$ cat src/rtl/gray_cnt_pkg.sv
package gray_cnt_pkg;
  typedef enum logic {
    SRC_PULSE = 1'b0,
    SRC_TEST  = 1'b1
  } src_sel_e;
endpackage

$ cat src/rtl/gray_to_bin.sv
module gray_to_bin #(
  parameter int W = 32
) (
  input  logic [W-1:0] gray_i,
  output logic [W-1:0] bin_o
);
  assign bin_o[W-1] = gray_i[W-1];
  for (genvar i = W - 2; i >= 0; i--) begin : g_fold
    assign bin_o[i] = bin_o[i+1] ^ gray_i[i];
  end
endmodule

$ cat src/rtl/pulse_qualifier.sv
module pulse_qualifier #(
  parameter int SYNC_STAGES = 2,
  parameter int GUARD_CYC   = 1
) (
  input  logic clk,
  input  logic rst_n,
  input  logic clr,
  input  logic raw_in,
  input  logic enable,
  output logic count_stb
);
  localparam int GW = $clog2(GUARD_CYC + 2);
  localparam logic [GW-1:0] GUARD_LOAD = GW'(GUARD_CYC);

  logic [SYNC_STAGES-1:0] sync_q, sync_d;
  logic                   prev_q, prev_d;
  logic [GW-1:0]          guard_q, guard_d;
  logic                   edge_seen, accept;

  always_comb begin
    sync_d    = {sync_q[SYNC_STAGES-2:0], raw_in};
    prev_d    = sync_q[SYNC_STAGES-1];
    edge_seen = sync_q[SYNC_STAGES-1] & ~prev_q;
    accept    = edge_seen & enable & (guard_q == '0);
    if (clr) begin
      guard_d = '0;
    end else if (accept) begin
      guard_d = GUARD_LOAD;
    end else if (guard_q != '0) begin
      guard_d = guard_q - 1'b1;
    end else begin
      guard_d = guard_q;
    end
  end

  assign count_stb = accept & ~clr;

  always_ff @(posedge clk or negedge rst_n) begin
    if (!rst_n) begin
      sync_q  <= '0;
      prev_q  <= 1'b0;
      guard_q <= '0;
    end else begin
      sync_q  <= sync_d;
      prev_q  <= prev_d;
      guard_q <= guard_d;
    end
  end
endmodule

$ cat src/rtl/gray_step_counter.sv
module gray_step_counter #(
  parameter int CNT_W = 32
) (
  input  logic             clk,
  input  logic             rst_n,
  input  logic             clr,
  input  logic             step,
  output logic [CNT_W-1:0] cnt_gray,
  output logic             ovf
);
  logic [CNT_W-1:0] cur_bin, nxt_bin, gray_q, gray_d;
  logic             ovf_q, ovf_d;

  gray_to_bin #(.W(CNT_W)) u_dec (
    .gray_i (gray_q),
    .bin_o  (cur_bin)
  );

  always_comb begin
    nxt_bin = cur_bin + 1'b1;
    gray_d  = gray_q;
    ovf_d   = ovf_q;
    if (clr) begin
      gray_d = '0;
      ovf_d  = 1'b0;
    end else if (step) begin
      gray_d = nxt_bin ^ (nxt_bin >> 1);
      if (&cur_bin) begin
        ovf_d = 1'b1;
      end
    end
  end

  always_ff @(posedge clk or negedge rst_n) begin
    if (!rst_n) begin
      gray_q <= '0;
      ovf_q  <= 1'b0;
    end else begin
      gray_q <= gray_d;
      ovf_q  <= ovf_d;
    end
  end

  assign cnt_gray = gray_q;
  assign ovf      = ovf_q;
endmodule

$ cat src/rtl/gray_event_counter.sv
module gray_event_counter
  import gray_cnt_pkg::*;
#(
  parameter int CNT_W       = 32,
  parameter int GUARD_CYC   = 1,
  parameter int SYNC_STAGES = 2
) (
  input  logic             clk,
  input  logic             rst_n,
  input  logic             pulse_in,
  input  logic             test_clk,
  input  logic             test_mode,
  input  logic             cnt_en,
  input  logic             latch_stb,
  input  logic             sync_clr,
  output logic [CNT_W-1:0] held_gray,
  output logic [CNT_W-1:0] held_bin,
  output logic             ovf_flag
);
  logic [1:0]       rst_pipe;
  logic             core_rst_n;
  src_sel_e         src_sel;
  logic             src_line;
  logic             step;
  logic [CNT_W-1:0] cnt_gray;
  logic [CNT_W-1:0] held_q, held_d;

  always_ff @(posedge clk or negedge rst_n) begin
    if (!rst_n) rst_pipe <= 2'b00;
    else        rst_pipe <= {rst_pipe[0], 1'b1};
  end
  assign core_rst_n = rst_pipe[1];

  assign src_sel  = test_mode ? SRC_TEST : SRC_PULSE;
  assign src_line = (src_sel == SRC_TEST) ? test_clk : pulse_in;

  pulse_qualifier #(
    .SYNC_STAGES (SYNC_STAGES),
    .GUARD_CYC   (GUARD_CYC)
  ) u_qual (
    .clk       (clk),
    .rst_n     (core_rst_n),
    .clr       (sync_clr),
    .raw_in    (src_line),
    .enable    (cnt_en),
    .count_stb (step)
  );

  gray_step_counter #(.CNT_W(CNT_W)) u_cnt (
    .clk      (clk),
    .rst_n    (core_rst_n),
    .clr      (sync_clr),
    .step     (step),
    .cnt_gray (cnt_gray),
    .ovf      (ovf_flag)
  );

  always_comb begin
    held_d = held_q;
    if (latch_stb) held_d = cnt_gray;
  end

  always_ff @(posedge clk or negedge core_rst_n) begin
    if (!core_rst_n) held_q <= '0;
    else             held_q <= held_d;
  end

  assign held_gray = held_q;

  gray_to_bin #(.W(CNT_W)) u_held_dec (
    .gray_i (held_q),
    .bin_o  (held_bin)
  );
endmodule

$ cat config.mk
export PLATFORM = sky130hd
export DESIGN_NAME = gray_event_counter
export DESIGN_NICKNAME = d
export VERILOG_FILES = /design/src/rtl/gray_cnt_pkg.sv /design/src/rtl/gray_to_bin.sv /design/src/rtl/pulse_qualifier.sv /design/src/rtl/gray_step_counter.sv /design/src/rtl/gray_event_counter.sv
export SDC_FILE = /design/constraint.sdc
export NUM_CORES = 1
export LEC_CHECK = 0
export ABC_AREA = 1
export BUFFER_PORTS_ARGS = -buffer_cell sky130_fd_sc_hd__buf_2
export CORE_UTILIZATION = 58
export CTS_CLUSTER_DIAMETER = 120
export CTS_CLUSTER_SIZE = 10
export DETAILED_ROUTE_END_ITERATION = 10
export PLACE_DENSITY = 0.81
export SLEW_MARGIN = 20
export SYNTH_ARGS = -nofsm -noshare
export SYNTH_HDL_FRONTEND = slang
export SYNTH_SLANG_ARGS = --single-unit
$ cat constraint.sdc
create_clock -name clk -period 6.1 [get_ports clk]
set_clock_uncertainty 0.1 [all_clocks]
set_input_delay 1.22 -clock clk [delete_from_list [all_inputs] [get_ports clk]]
set_output_delay 1.22 -clock clk [all_outputs]
set_load 0.01 [all_outputs]
==> impl_metrics.toml, run 1 <==
[placement]
dp_hpwl_mm = 8.09
portBuffers = 72
placed_area_um2 = 6010
gp_congestion = 0.826

[clock_tree]
clockRootBuffer = "clkbuf_8"
clock_sinks = 72
cts_max_level = 3
cts_made_buffers = 9
clock_path_buffers = 2

[global_routing]
overflow = 558
grt_start_max_net_pins = 65
track_usage_pct = 94.3

[status]
status = "aborted with a tool error"
firstError = "[ERROR GRT-0232] Routing congestion too high. Check the congestion heatmap in the GUI."
lastStage = "global routing (5_1_grt)"

[synthesis]
synth.avg_cell_area_um2 = 7.79
synthFlopType = "dfrtp_1"
netlist_area_um2 = 4780
async_reset_ff_share_pct = 100
seq_area_frac_synth_pct = 37.7
ys_types = 28
synth.net_count = 652
yosysWarnings = 0
synth_edf_count = 0
synthCells = 613
ys_ff_latch = 72

[floorplanning]
chipHeight_um = 92.8
ios = 73
fp-row-count = 32
start_util_pct = 60.9
dieWidth_um = 92.8

[timing]
worst_endpoint = "u_cnt.cnt_gray[30]$_DFFE_PN0P_/D"
endpoint_type = "register data pin"
routing by layer:
| metal | track usage [%] | overflow |
|---|---|---|
| met5 | 10.9 | 0 |
| met4 | 115 | 199 |
| met3 | 70.0 | 2 |
| met2 | 119 | 356 |
| met1 | 87.0 | 1 |
repair_timing:
item | CTS
gates resized for setup | 107
setup buffers | 42
setup endpoints to repair | 37
pin swaps | 58
hold buffers | 0
per-stage QoR:
step	worst slack (ns)	instances	util (%)
2_1_floorplan	-5.10	613	-
3_3_place_gp	-5.22	821	76.6
3_5_place_dp	-5.51	821	76.6
4_1_cts	-5.28	875	90.4
cells by family after synthesis:
logic type / Yosys count / share of synthesized area (%)
other: 1 / 0.0785
flip-flops: 72 / 37.7
AND/OR/NAND/NOR: 253 / 27.4
multiplexers: 1 / 0.236
buffers and inverters: 137 / 10.8
adder cells (fa/ha/maj): 31 / 8.12
XOR/XNOR: 31 / 5.68
AO/OA/AOI/OAI: 87 / 9.98
synthesized netlist by cell type, types with 4 or more instances:
cell type	count	area share, %
ha_1	31	8.1
nand2_2	37	4.8
nand2_1	98	7.7
clkbuf_1	12	0.94
nand3_2	19	4.0
nand3_4	4	1.5
xor2_1	31	5.7
dfrtp_1	72	38
nand3_1	55	5.8
nand4_1	4	0.52
o21ai_0	51	5.3
a21oi_1	6	0.63
o22ai_1	23	3.0
nor2_1	33	2.6
inv_2	4	0.31
inv_1	119	9.3
==> run 2: changes to the inputs <==
--- a/config.mk
+++ b/config.mk
@@ -7,11 +7,9 @@
 export LEC_CHECK = 0
 export ABC_AREA = 1
 export BUFFER_PORTS_ARGS = -buffer_cell sky130_fd_sc_hd__buf_2
-export CORE_UTILIZATION = 58
-export CTS_CLUSTER_DIAMETER = 120
-export CTS_CLUSTER_SIZE = 10
+export CORE_UTILIZATION = 40
 export DETAILED_ROUTE_END_ITERATION = 10
-export PLACE_DENSITY = 0.81
+export PLACE_DENSITY_LB_ADDON = 0.15
 export SLEW_MARGIN = 20
 export SYNTH_ARGS = -nofsm -noshare
 export SYNTH_HDL_FRONTEND = slang
==> run 2 against run 1 <==
  * The flow now finishes, with violations (DRC, setup timing)
  * Area after synthesis stayed put
  * Synthesized cell count unchanged
==> impl_metrics.toml, run 2 <==
[clock_tree]
clk_latency_ns = 0.34
clk_pin_slew_worst_paths_ns = 0.06
clockRootBuffer = "clkbuf_16"
cts_made_buffers = 9
cts_tree = "built"
clock_path_buffers = 2
holdBufCountCts = 0
cts_max_level = 3
clock_sinks = 72

[drt]
dr.pass1.iters = 7
totalWireLength_mm = 12.4
drt-vias-per-instance = 4.90
drc = 10
final_antenna_net_count = 0
avgRoutedWirePerCell_um = 13.3
via_count = 4568
drt_iter0_drc = 127

[synthesis]
netlist_top_cells_count = "inv_1 (119), nand2_1 (98), dfrtp_1 (72)"
ys_top_cells_by_area = "dfrtp_1 (38%), inv_1 (9.3%), ha_1 (8.1%)"
yosysWarnings = 0
async_reset_ff_share_pct = 100
synthFlopType = "dfrtp_1"
netlist.area_leader.share_pct = 37.7
synth.net_count = 652
synth.avg_cell_area_um2 = 7.79
synthCells = 613
seq_area_frac_synth_pct = 37.7
yosysTopAreaCell = "dfrtp_1"
ys_ff_latch = 72
synth_most_common_cell = "inv_1"
ys_types = 28
netlist_area_um2 = 4780
synth_edf_count = 0

[setup_path]
max_stage_delay_ns = 0.42
reg2reg_depth = 76
r2r_end = "u_cnt.cnt_gray[30]"
critPathTopFamily = "adder cells"
cp.arrival_ns = 11.67
cp.required_ns = 6.18
r2r_setup_slack_ns = -5.49
start_kind = "flop"
worst_path_most_repeated_cell = "ha_4"
cp_slowest_cell = "dfrtp_1"
worst-path-buf-inv = 34
cp-end-kind = "flop"
path_class = "flop to flop"
critPathMaxFanout = 4
reg2reg_from = "u_cnt.cnt_gray[31]"

[cells_and_area]
final_cell_mix = "buf_4 (88), nand2_1 (81), inv_1 (79), dfrtp_1 (69), buf_2 (68)"
nFillCells = 867
area_growth_pct = 65.5
stdcell_count = 932
nets = 823
multiInputGateArea_um2 = 3960
final_core_util_pct = 68.7
drive_gt1_share_pct = 52.9
antennaDiodeCount = 0
final_common_cell = "buf_4"
seq_area_um2 = 1810

[timing]
fin_crit_ns = 11.59
report.final.slew_viol_count = 0
fin_crit_sh_pct = 190
max_slew_margin_pct = 29.4
clock.fmax_ghz = 0.0863
hold_viol = 0
worst_pin_slew_ns = 1.06
rsz0062_at_grt = "yes"
whs_ns = 0.0410
setup_violations = 36
timing.final.ws_setup_ns = -5.49

[global_routing]
antenna_found_initial = 0
grt_pass1_vias = 4690
grt_start_max_net_pins = 65
track_usage_pct = 20.1
grt_pass1_wl_mm = 20.5
overflow = 0

[floorplanning]
chipHeight_um = 111
ios = 73
coreArea_um2 = 11500
dieArea_um2 = 12400
start_util_pct = 41.5
dieWidth_um = 111
fp-row-count = 39

[job]
maxCapViolCount = 0

[min_path]
hold_class = "flop to asynchronous set/reset pin"

[placement]
dp_slack_ns = -5.52
portBuffers = 72
dp_hpwl_mm = 7.71
gp_congestion = 0.759
place_inst = 864

[power]
powerDensity_nw_per_um2 = 156
ir_drop_mv = 0.132
p_leak_nw = 3.63

[status]
failed_checks = "DRC, setup timing"
status = "complete, but fails checks"
## run 2: cell counts after synthesis
No cell type changed its count.
## run 2: final cells by class
class | count | share of cell area, %
multi-input cells | 404 | 50.1
flip-flops and latches | 72 | 22.8
repair buffers | 173 | 15.1
inverters | 124 | 6.20
clock buffers | 12 | 2.99
well taps | 143 | 2.26
clock inverters | 4 | 0.570
## run 2: worst max path at each step
| stage | start | slack [ns] | cells past startpoint | endpoint |
|---|---|---|---|---|
| 2_1_floorplan | u_cnt.cnt_gray[31] | -5.10 | 77 | u_cnt.cnt_gray[29] |
| 3_3_place_gp | u_cnt.cnt_gray[30] | -5.28 | 78 | u_cnt.cnt_gray[29] |
| 3_5_place_dp | u_cnt.cnt_gray[30] | -5.52 | 78 | u_cnt.cnt_gray[29] |
| 4_1_cts | u_cnt.cnt_gray[31] | -5.27 | 77 | u_cnt.cnt_gray[28] |
| 5_1_grt | u_cnt.cnt_gray[30] | -5.89 | 78 | u_cnt.cnt_gray[31] |
| 6_report | u_cnt.cnt_gray[31] | -5.49 | 76 | u_cnt.cnt_gray[30] |
## run 2: stage by stage
step           cell area [µm²]  total power, mW  setup TNS, ns
3_5_place_dp              6070            0.664        -161.69
2_1_floorplan             5220            0.613        -148.28
5_1_grt                   7910             1.28        -177.80
3_3_place_gp              6070            0.658        -155.88
6_report                  7910             1.23        -164.32
4_1_cts                   7160             1.21        -160.31
## run 2: timing repair
item | CTS | global route
gates resized for setup | 97 | 108
pin swaps | 82 | 96
setup endpoints to repair | 36 | 39
setup buffers | 33 | 23
## run 2: cell families after synthesis
group | Yosys count | synth area share [%]
and+or+nand+nor | 253 | 27.4
buffers and inverters | 137 | 10.8
AOI/OAI and AO/OA | 87 | 9.98
DFF | 72 | 37.7
adders and majority gates | 31 | 8.12
xor gates and xnor gates | 31 | 5.68
other | 1 | 0.0785
muxes | 1 | 0.236
## run 2: where the power goes
| part | leakage (nW) | internal (mW) | switching (mW) |
|---|---|---|---|
| combinational | 2.50 | 0.104 | 0.109 |
| sequential | 0.988 | 0.488 | 0.0100 |
| clock | 0.140 | 0.315 | 0.204 |
| total | 3.63 | 0.908 | 0.323 |
## run 2: worst reg2reg max path: cells and delay by family (launching register included)
family | cells | cell delay, ns
fa+ha+maj | 31 | 7.93
buf+inv | 34 | 1.50
simple gates | 9 | 1.22
flops | 1 | 0.42
xor+xnor | 1 | 0.20
compound gates | 1 | 0.09
## run 2: per-layer routing
layer / global-route usage (%) / share of wire (%) / vias to the layer above / wire length [µm]
met3: 2.35 / 2.1 / 20 / 262
met1: 23.4 / 42 / 2202 / 5210
met2: 37.6 / 54 / 57 / 6690
met4: 7.66 / 1.9 / 0 / 231
li1: - / - / 2289 / -
met5: 0 / 0 / - / 0
Note: power is estimated with default switching activity, not from simulation.
